### src/rtl/lcd_host_pkg.sv
package lcd_host_pkg;
  typedef enum logic {RAM_DISP = 1'b0, RAM_PAT = 1'b1} ram_sel_e;

  typedef struct packed {
    logic       rs;
    logic [7:0] data;
  } host_xfer_t;
endpackage

### src/rtl/lcd_bus_phy.sv
module lcd_bus_phy
  import lcd_host_pkg::*;
(
  input  logic       clk_i,
  input  logic       rst_ni,
  input  logic       en_i,
  input  logic       rs_i,
  input  logic       rw_i,
  input  logic [7:0] db_i,
  input  logic       wide_i,
  input  logic       clr_phase_i,
  input  logic       blocked_i,
  input  logic [7:0] rd_byte_i,
  output logic       wr_vld_o,
  output host_xfer_t wr_o,
  output logic       rd_done_o,
  output logic       rd_rs_o,
  output logic [7:0] db_o,
  output logic       db_oe_o
);
  logic       en_q, phase_q;
  logic [3:0] hi_q;
  logic       rise, fall, wr_take;

  assign rise    = en_i & ~en_q;
  assign fall    = ~en_i & en_q;
  assign wr_take = rise & ~rw_i & ~blocked_i;

  always_comb begin
    wr_vld_o = 1'b0;
    wr_o     = '{rs: rs_i, data: db_i};
    if (wr_take) begin
      if (wide_i) begin
        wr_vld_o = 1'b1;
      end else if (phase_q) begin
        wr_vld_o     = 1'b1;
        wr_o.data    = {hi_q, db_i[7:4]};
      end
    end
  end

  // byte-level read completes on the last falling enable
  assign rd_done_o = fall & rw_i & (wide_i | phase_q);
  assign rd_rs_o   = rs_i;

  always_ff @(posedge clk_i or negedge rst_ni) begin
    if (!rst_ni) begin
      en_q    <= 1'b0;
      phase_q <= 1'b0;
      hi_q    <= '0;
    end else begin
      en_q <= en_i;
      if (clr_phase_i) begin
        phase_q <= 1'b0;
      end else if (!wide_i) begin
        if (wr_take) begin
          if (!phase_q) hi_q <= db_i[7:4];
          phase_q <= ~phase_q;
        end else if (fall && rw_i) begin
          phase_q <= ~phase_q;
        end
      end
    end
  end

  assign db_oe_o = en_i & rw_i;

  always_comb begin
    if (!db_oe_o)    db_o = '0;
    else if (wide_i) db_o = rd_byte_i;
    else             db_o = {(phase_q ? rd_byte_i[3:0] : rd_byte_i[7:4]), 4'h0};
  end
endmodule

### src/rtl/lcd_busy_timer.sv
module lcd_busy_timer #(
  parameter int unsigned BUSY_CYC = 8
) (
  input  logic clk_i,
  input  logic rst_ni,
  input  logic start_i,
  output logic busy_o
);
  localparam int unsigned CW = $clog2(BUSY_CYC + 1);
  logic [CW-1:0] cnt_q;

  always_ff @(posedge clk_i or negedge rst_ni) begin
    if (!rst_ni)          cnt_q <= '0;
    else if (start_i)     cnt_q <= CW'(BUSY_CYC);
    else if (cnt_q != '0) cnt_q <= cnt_q - 1'b1;
  end

  assign busy_o = (cnt_q != '0);
endmodule

### src/rtl/lcd_ram_store.sv
module lcd_ram_store
  import lcd_host_pkg::*;
#(
  parameter int unsigned DD_DEPTH = 80,
  parameter int unsigned CG_DEPTH = 64,
  parameter int unsigned AW       = 7
) (
  input  logic          clk_i,
  input  logic          rst_ni,
  input  logic          we_i,
  input  ram_sel_e      wsel_i,
  input  logic [AW-1:0] waddr_i,
  input  logic [7:0]    wdata_i,
  input  ram_sel_e      rsel_i,
  input  logic [AW-1:0] raddr_i,
  output logic [7:0]    rdata_o
);
  localparam int unsigned DD_AW = $clog2(DD_DEPTH);
  localparam int unsigned CG_AW = $clog2(CG_DEPTH);

  logic [7:0] dd_mem [DD_DEPTH];
  logic [7:0] cg_mem [CG_DEPTH];

  logic w_dd_ok, w_cg_ok, r_dd_ok, r_cg_ok;
  assign w_dd_ok = waddr_i < AW'(DD_DEPTH);
  assign w_cg_ok = waddr_i < AW'(CG_DEPTH);
  assign r_dd_ok = raddr_i < AW'(DD_DEPTH);
  assign r_cg_ok = raddr_i < AW'(CG_DEPTH);

  always_ff @(posedge clk_i or negedge rst_ni) begin
    if (!rst_ni) begin
      for (int i = 0; i < int'(DD_DEPTH); i++) dd_mem[i] <= '0;
      for (int i = 0; i < int'(CG_DEPTH); i++) cg_mem[i] <= '0;
    end else if (we_i) begin
      if (wsel_i == RAM_PAT && w_cg_ok)       cg_mem[waddr_i[CG_AW-1:0]] <= wdata_i;
      else if (wsel_i == RAM_DISP && w_dd_ok) dd_mem[waddr_i[DD_AW-1:0]] <= wdata_i;
    end
  end

  always_comb begin
    if (rsel_i == RAM_PAT) rdata_o = r_cg_ok ? cg_mem[raddr_i[CG_AW-1:0]] : 8'h00;
    else                   rdata_o = r_dd_ok ? dd_mem[raddr_i[DD_AW-1:0]] : 8'h00;
  end
endmodule

### src/rtl/lcd_host_if.sv
module lcd_host_if
  import lcd_host_pkg::*;
#(
  parameter int unsigned BUSY_CYC = 8,
  parameter int unsigned DD_DEPTH = 80,
  parameter int unsigned CG_DEPTH = 64
) (
  input  logic       clk_i,
  input  logic       rst_ni,
  input  logic       en_i,
  input  logic       rs_i,
  input  logic       rw_i,
  input  logic [7:0] db_i,
  output logic [7:0] db_o,
  output logic       db_oe_o
);
  localparam int unsigned AC_W = $clog2(DD_DEPTH);

  logic            wide_q, busy, wr_vld, rd_done, rd_rs;
  host_xfer_t      wr_x;
  ram_sel_e        sel_q, rsel;
  logic [AC_W-1:0] ac_q, ac_nxt, ac_lim, raddr;
  logic [7:0]      dr_q, rdata, rd_byte;
  logic            set_dd, set_cg, set_fn, dat_wr;

  lcd_bus_phy u_phy (
    .clk_i       (clk_i),
    .rst_ni      (rst_ni),
    .en_i        (en_i),
    .rs_i        (rs_i),
    .rw_i        (rw_i),
    .db_i        (db_i),
    .wide_i      (wide_q),
    .clr_phase_i (set_fn),
    .blocked_i   (busy),
    .rd_byte_i   (rd_byte),
    .wr_vld_o    (wr_vld),
    .wr_o        (wr_x),
    .rd_done_o   (rd_done),
    .rd_rs_o     (rd_rs),
    .db_o        (db_o),
    .db_oe_o     (db_oe_o)
  );

  lcd_busy_timer #(.BUSY_CYC(BUSY_CYC)) u_busy (
    .clk_i   (clk_i),
    .rst_ni  (rst_ni),
    .start_i (wr_vld),
    .busy_o  (busy)
  );

  assign set_dd = wr_vld & ~wr_x.rs & wr_x.data[7];
  assign set_cg = wr_vld & ~wr_x.rs & (wr_x.data[7:6] == 2'b01);
  assign set_fn = wr_vld & ~wr_x.rs & (wr_x.data[7:5] == 3'b001);
  assign dat_wr = wr_vld & wr_x.rs;

  assign ac_lim = (sel_q == RAM_PAT) ? AC_W'(CG_DEPTH - 1) : AC_W'(DD_DEPTH - 1);
  assign ac_nxt = (ac_q >= ac_lim) ? '0 : ac_q + 1'b1;

  // single read port: new address on set-address, else next location
  always_comb begin
    if (set_dd) begin
      rsel  = RAM_DISP;
      raddr = AC_W'(wr_x.data[6:0]);
    end else if (set_cg) begin
      rsel  = RAM_PAT;
      raddr = AC_W'(wr_x.data[5:0]);
    end else begin
      rsel  = sel_q;
      raddr = ac_nxt;
    end
  end

  lcd_ram_store #(.DD_DEPTH(DD_DEPTH), .CG_DEPTH(CG_DEPTH), .AW(AC_W)) u_ram (
    .clk_i   (clk_i),
    .rst_ni  (rst_ni),
    .we_i    (dat_wr),
    .wsel_i  (sel_q),
    .waddr_i (ac_q),
    .wdata_i (wr_x.data),
    .rsel_i  (rsel),
    .raddr_i (raddr),
    .rdata_o (rdata)
  );

  assign rd_byte = rs_i ? dr_q : {busy, 7'(ac_q)};

  always_ff @(posedge clk_i or negedge rst_ni) begin
    if (!rst_ni) begin
      wide_q <= 1'b1;
      sel_q  <= RAM_DISP;
      ac_q   <= '0;
      dr_q   <= '0;
    end else begin
      if (set_dd || set_cg) begin
        sel_q <= rsel;
        ac_q  <= raddr;
        dr_q  <= rdata;
      end else if (dat_wr) begin
        dr_q <= wr_x.data;
        ac_q <= ac_nxt;
      end else if (rd_done && rd_rs) begin
        ac_q <= ac_nxt;
        dr_q <= rdata;
      end
      if (set_fn) wide_q <= wr_x.data[4];
    end
  end
endmodule

### config.mk
export PLATFORM = sky130hd
export DESIGN_NAME = lcd_host_if
export DESIGN_NICKNAME = d
export VERILOG_FILES = /design/src/rtl/lcd_host_pkg.sv /design/src/rtl/lcd_bus_phy.sv /design/src/rtl/lcd_busy_timer.sv /design/src/rtl/lcd_ram_store.sv /design/src/rtl/lcd_host_if.sv
export SDC_FILE = /design/constraint.sdc
export NUM_CORES = 2
export LEC_CHECK = 0
export ABC_AREA = 1
export BUFFER_PORTS_ARGS = -buffer_cell sky130_fd_sc_hd__buf_2
export CORE_ASPECT_RATIO = 0.75
export CORE_MARGIN = 2
export CORE_UTILIZATION = 40
export CTS_CLUSTER_DIAMETER = 200
export DETAILED_ROUTE_END_ITERATION = 8
export PLACE_DENSITY = 0.68
export SLEW_MARGIN = 30
export SYNTH_ARGS = -nofsm -noshare
export SYNTH_HDL_FRONTEND = slang
export SYNTH_SLANG_ARGS = --single-unit
### constraint.sdc
create_clock -name clk_i -period 2.65 [get_ports clk_i]
set_input_delay 0 -clock clk_i [delete_from_list [all_inputs] [get_ports clk_i]]
set_output_delay 0 -clock clk_i [all_outputs]
set_load 0.01 [all_outputs]
==> impl_metrics.py <==
metrics = {
    "synthesis": {
        "async_flop_share_pct": 100,
        "yosysMostFrequentCell": "nand2_1",
        "netlist_instances": 6892,
        "yosysTopAreaCell": "dfrtp_1",
        "yosys-top-cells-area": "dfrtp_1 (54%), nand2_1 (18%), o21ai_0 (11%), nand3_1 (11%), clkbuf_1 (2.1%)",
        "ys_warn_count": 0,
        "yosysUniqueCellTypes": 37,
        "syn-num-nets": 6911,
        "synth_seq_cells": 1179,
        "synth_edf_count": 0,
        "synth-main-ff-cell": "dfrtp_1",
        "ys_seq_area_share_pct": 54.2,
        "syn_avg_cell_area_um2": 7.90,
        "synth.top_cell.area_share_pct": 54.1,
        "syn_area_um2": 54500,
        "ys_top_cells_by_count": "nand2_1 (2573), o21ai_0 (1182), dfrtp_1 (1178)",
    },
    "worst_setup_path": {
        "r2r_end": "dr_q[0]$_DFFE_PN0P_",
        "cp_slowest_cell": "dfrtp_1",
        "cp-end-kind": "flop",
        "cp_data_arrival_time_ps": 4120,
        "cp_max_fo": 17,
        "cp-start-kind": "flop",
        "critical-path-max-stage-delay_ps": 380,
        "crit_required_ps": 3320,
        "cpMostUsedCell": "nand2_1",
        "r2r-start": "u_busy.cnt_q[0]$_DFFE_PN0P_",
        "reg2regPathDepth": 25,
        "ff2ff_setup_slack_ps": -800,
        "worstSetupPathType": "flop to flop",
    },
    "drt": {
        "vias": 51800,
        "wl_per_cell_um": 21.4,
        "postRouteAntennaNets": 0,
        "avgViaCountPerCell": 5.76,
        "wl_um": 192000,
        "drt_iter0_drc": 7797,
        "first_pass_iters": 8,
        "post-route-drc-count": 0,
    },
    "placement": {
        "gp_congestion": 0.942,
        "place_area_um2": 59700,
        "hpwl_um": 112000,
        "io_buffers": 21,
        "dp.cells": 8636,
    },
    "global_routing": {
        "grt_overflow": 0,
        "grt_pass1_vias": 47900,
        "grt_pass1_wl_um": 292000,
        "grt_start_max_net_pins": 108,
        "antenna_found_initial": 3,
        "grtUsageTotal_pct": 26.9,
    },
    "power_and_ir_drop": {
        "p_per_area_nw_per_um2": 1040,
        "clkPwrFrac_pct": 24.2,
        "switching_share_pct": 40.5,
        "peakVddDrop_mv": 0.636,
        "pwr-share-comb_pct": 49.9,
        "p_int_mw": 42.2,
        "finalPower_mw": 71.0,
        "seq_power_share_pct": 25.9,
        "p_switching_mw": 28.8,
        "leakage_nw": 30.5,
    },
    "layout": {
        "instances_no_fill": 8980,
        "final_nets": 7119,
        "layout-drive-gt1-share_pct": 16.3,
        "nFillCells": 12400,
        "fin_area_um2": 68100,
        "area_growth_pct": 25.0,
        "final_util_pct": 50.3,
    },
    "clocking": {
        "h-tree-depth": 3,
        "clk_pin_slew_ps": 80,
        "cts_buffer_depth": 3,
        "worst_skew_pair.late_latency_ps": 780,
        "root_buffer": "clkbuf_16",
        "cts_buffers": 111,
        "clock_sinks": 1179,
        "cts_tree": "done",
    },
    "sta": {
        "period_minus_slack_ps": 3450,
        "setup_tns_ps": -6130,
        "relSlewSlack_pct": 52.5,
        "tightest_slew_ps": 713,
        "setup_violations": 8,
        "fin_ws_ps": -796,
        "final_hold_viol_count": 0,
        "fin_skew_ps": 45.8,
        "grt_setup_unrepaired": "yes",
        "slew_violations": 0,
        "max_freq_mhz": 290,
        "fin_crit_sh_pct": 130,
    },
    "flow_run": {
        "maxCapViolCount": 0,
    },
    "floorplan": {
        "die_w_um": 430,
        "start_util_pct": 40.2,
        "coreArea_um2": 135000,
        "die_area_um2": 139000,
        "fp.dieH_um": 324,
        "io_pins": 22,
        "fp-row-count": 117,
    },
    "status": {
        "status": "finished with violations",
        "violations": "negative setup slack",
    },
    "hold_path": {
        "hold_class": "input pin to async pin",
    },
}
## what timing repair did
action / CTS / global route
endpoints found under the hold margin: 1274 / 0
pin swaps: 34 / 96
setup buffers: 49 / 28
endpoints found under the setup margin: 801 / 1085
hold buffers: 21 / 0
cloned: 27 / 17
gates resized for setup: 247 / 305
## stage by stage
stage | setup WS [ps] | hold slack [ps]
5_1_grt | -919 | 96.0
3_5_place_dp | -948 | 58.8
3_3_place_gp | -956 | 42.5
2_1_floorplan | 21.0 | -296
6_report | -796 | 85.3
4_1_cts | -667 | 31.7
## cells in the final DEF, fill, tap and decap left out, types with 20 or more instances in the layout
master / n
buf_16: 36
nand2_4: 37
nand3_2: 150
inv_1: 64
nor2_4: 23
nor2_1: 45
nand3_4: 21
nand2_1: 2478
nand2_2: 60
nor2_2: 32
buf_2: 20
clkbuf_1: 25
dlygate4sd3_1: 20
clkbuf_16: 129
o21ai_0: 1176
nand3_1: 979
dfrtp_1: 1178
clkbuf_8: 36
buf_12: 136
buf_6: 41
buf_4: 344
## registers in the layout (all words and copies together) (netlist names)
signal / flops
u_ram.dd_mem: 640
u_ram.cg_mem: 512
dr_q: 8
ac_q: 7
u_busy.cnt_q: 4
u_phy.hi_q: 4
sel_q: 1
u_phy.en_q: 1
u_phy.phase_q: 1
wide_q: 1
## power by group through the flow
stage               clock network (mW)  logic [mW]  registers [mW]
floorplan                            0        15.5            18.7
global placement                     0        26.5            18.7
detailed placement                   0        26.6            18.7
CTS                               17.4        31.7            18.4
global route                      18.1        37.1            18.4
finish                            17.2        35.4            18.4
## kinds of logic after synthesis
family,Yosys count,synth area share (%)
DFF,1179,54.2
xor gates and xnor gates,1,0.0161
and+or+nand+nor,3848,29.4
AOI/OAI and AO/OA,1232,11.4
buffers and inverters,626,4.89
adders and majority gates,6,0.138
## layer usage
layer | GRT usage, % | vias up | wire length (um)
met3 | 6.29 | 406 | 22400
met1 | 39.9 | 25200 | 83200
met4 | 8.78 | 2 | 6410
met5 | 0 | - | 20
met2 | 38.4 | 2964 | 80400
li1 | - | 23200 | -
## layout make-up
cell class | instances | area (um^2) | area share, %
diodes | 2 | 5.00 | 0.00735
clock buffers | 174 | 3420 | 5.02
clock inverters | 32 | 479 | 0.704
inverters | 87 | 338 | 0.496
multi-input cells | 5091 | 24300 | 35.6
flip-flops and latches | 1179 | 29500 | 43.3
well taps | 1785 | 2230 | 3.28
repair buffers | 630 | 7840 | 11.5
## critical path: cells and delay by family, from the launching register on
| family | cells | cell delay (ps) |
|---|---|---|
| adder cells (fa/ha/maj) | 1 | 150 |
| buffers and inverters | 5 | 710 |
| flip-flops | 1 | 380 |
| AND/OR/NAND/NOR | 19 | 2070 |
## worst max path at each step
stage,slack (ps),endpoint,cells after the start,start
after floorplan,20,dr_q[6]$_DFFE_PN0P_,24,sel_q$_DFFE_PN0P_
after global placement,-960,dr_q[3]$_DFFE_PN0P_,24,u_busy.cnt_q[1]$_DFFE_PN0P_
after detailed placement,-950,dr_q[5]$_DFFE_PN0P_,22,u_busy.cnt_q[1]$_DFFE_PN0P_
after CTS,-670,dr_q[0]$_DFFE_PN0P_,25,u_busy.cnt_q[1]$_DFFE_PN0P_
after global routing,-920,dr_q[7]$_DFFE_PN0P_,28,u_busy.cnt_q[0]$_DFFE_PN0P_
final,-800,dr_q[0]$_DFFE_PN0P_,25,u_busy.cnt_q[0]$_DFFE_PN0P_
(Power assumes the default switching activity.)
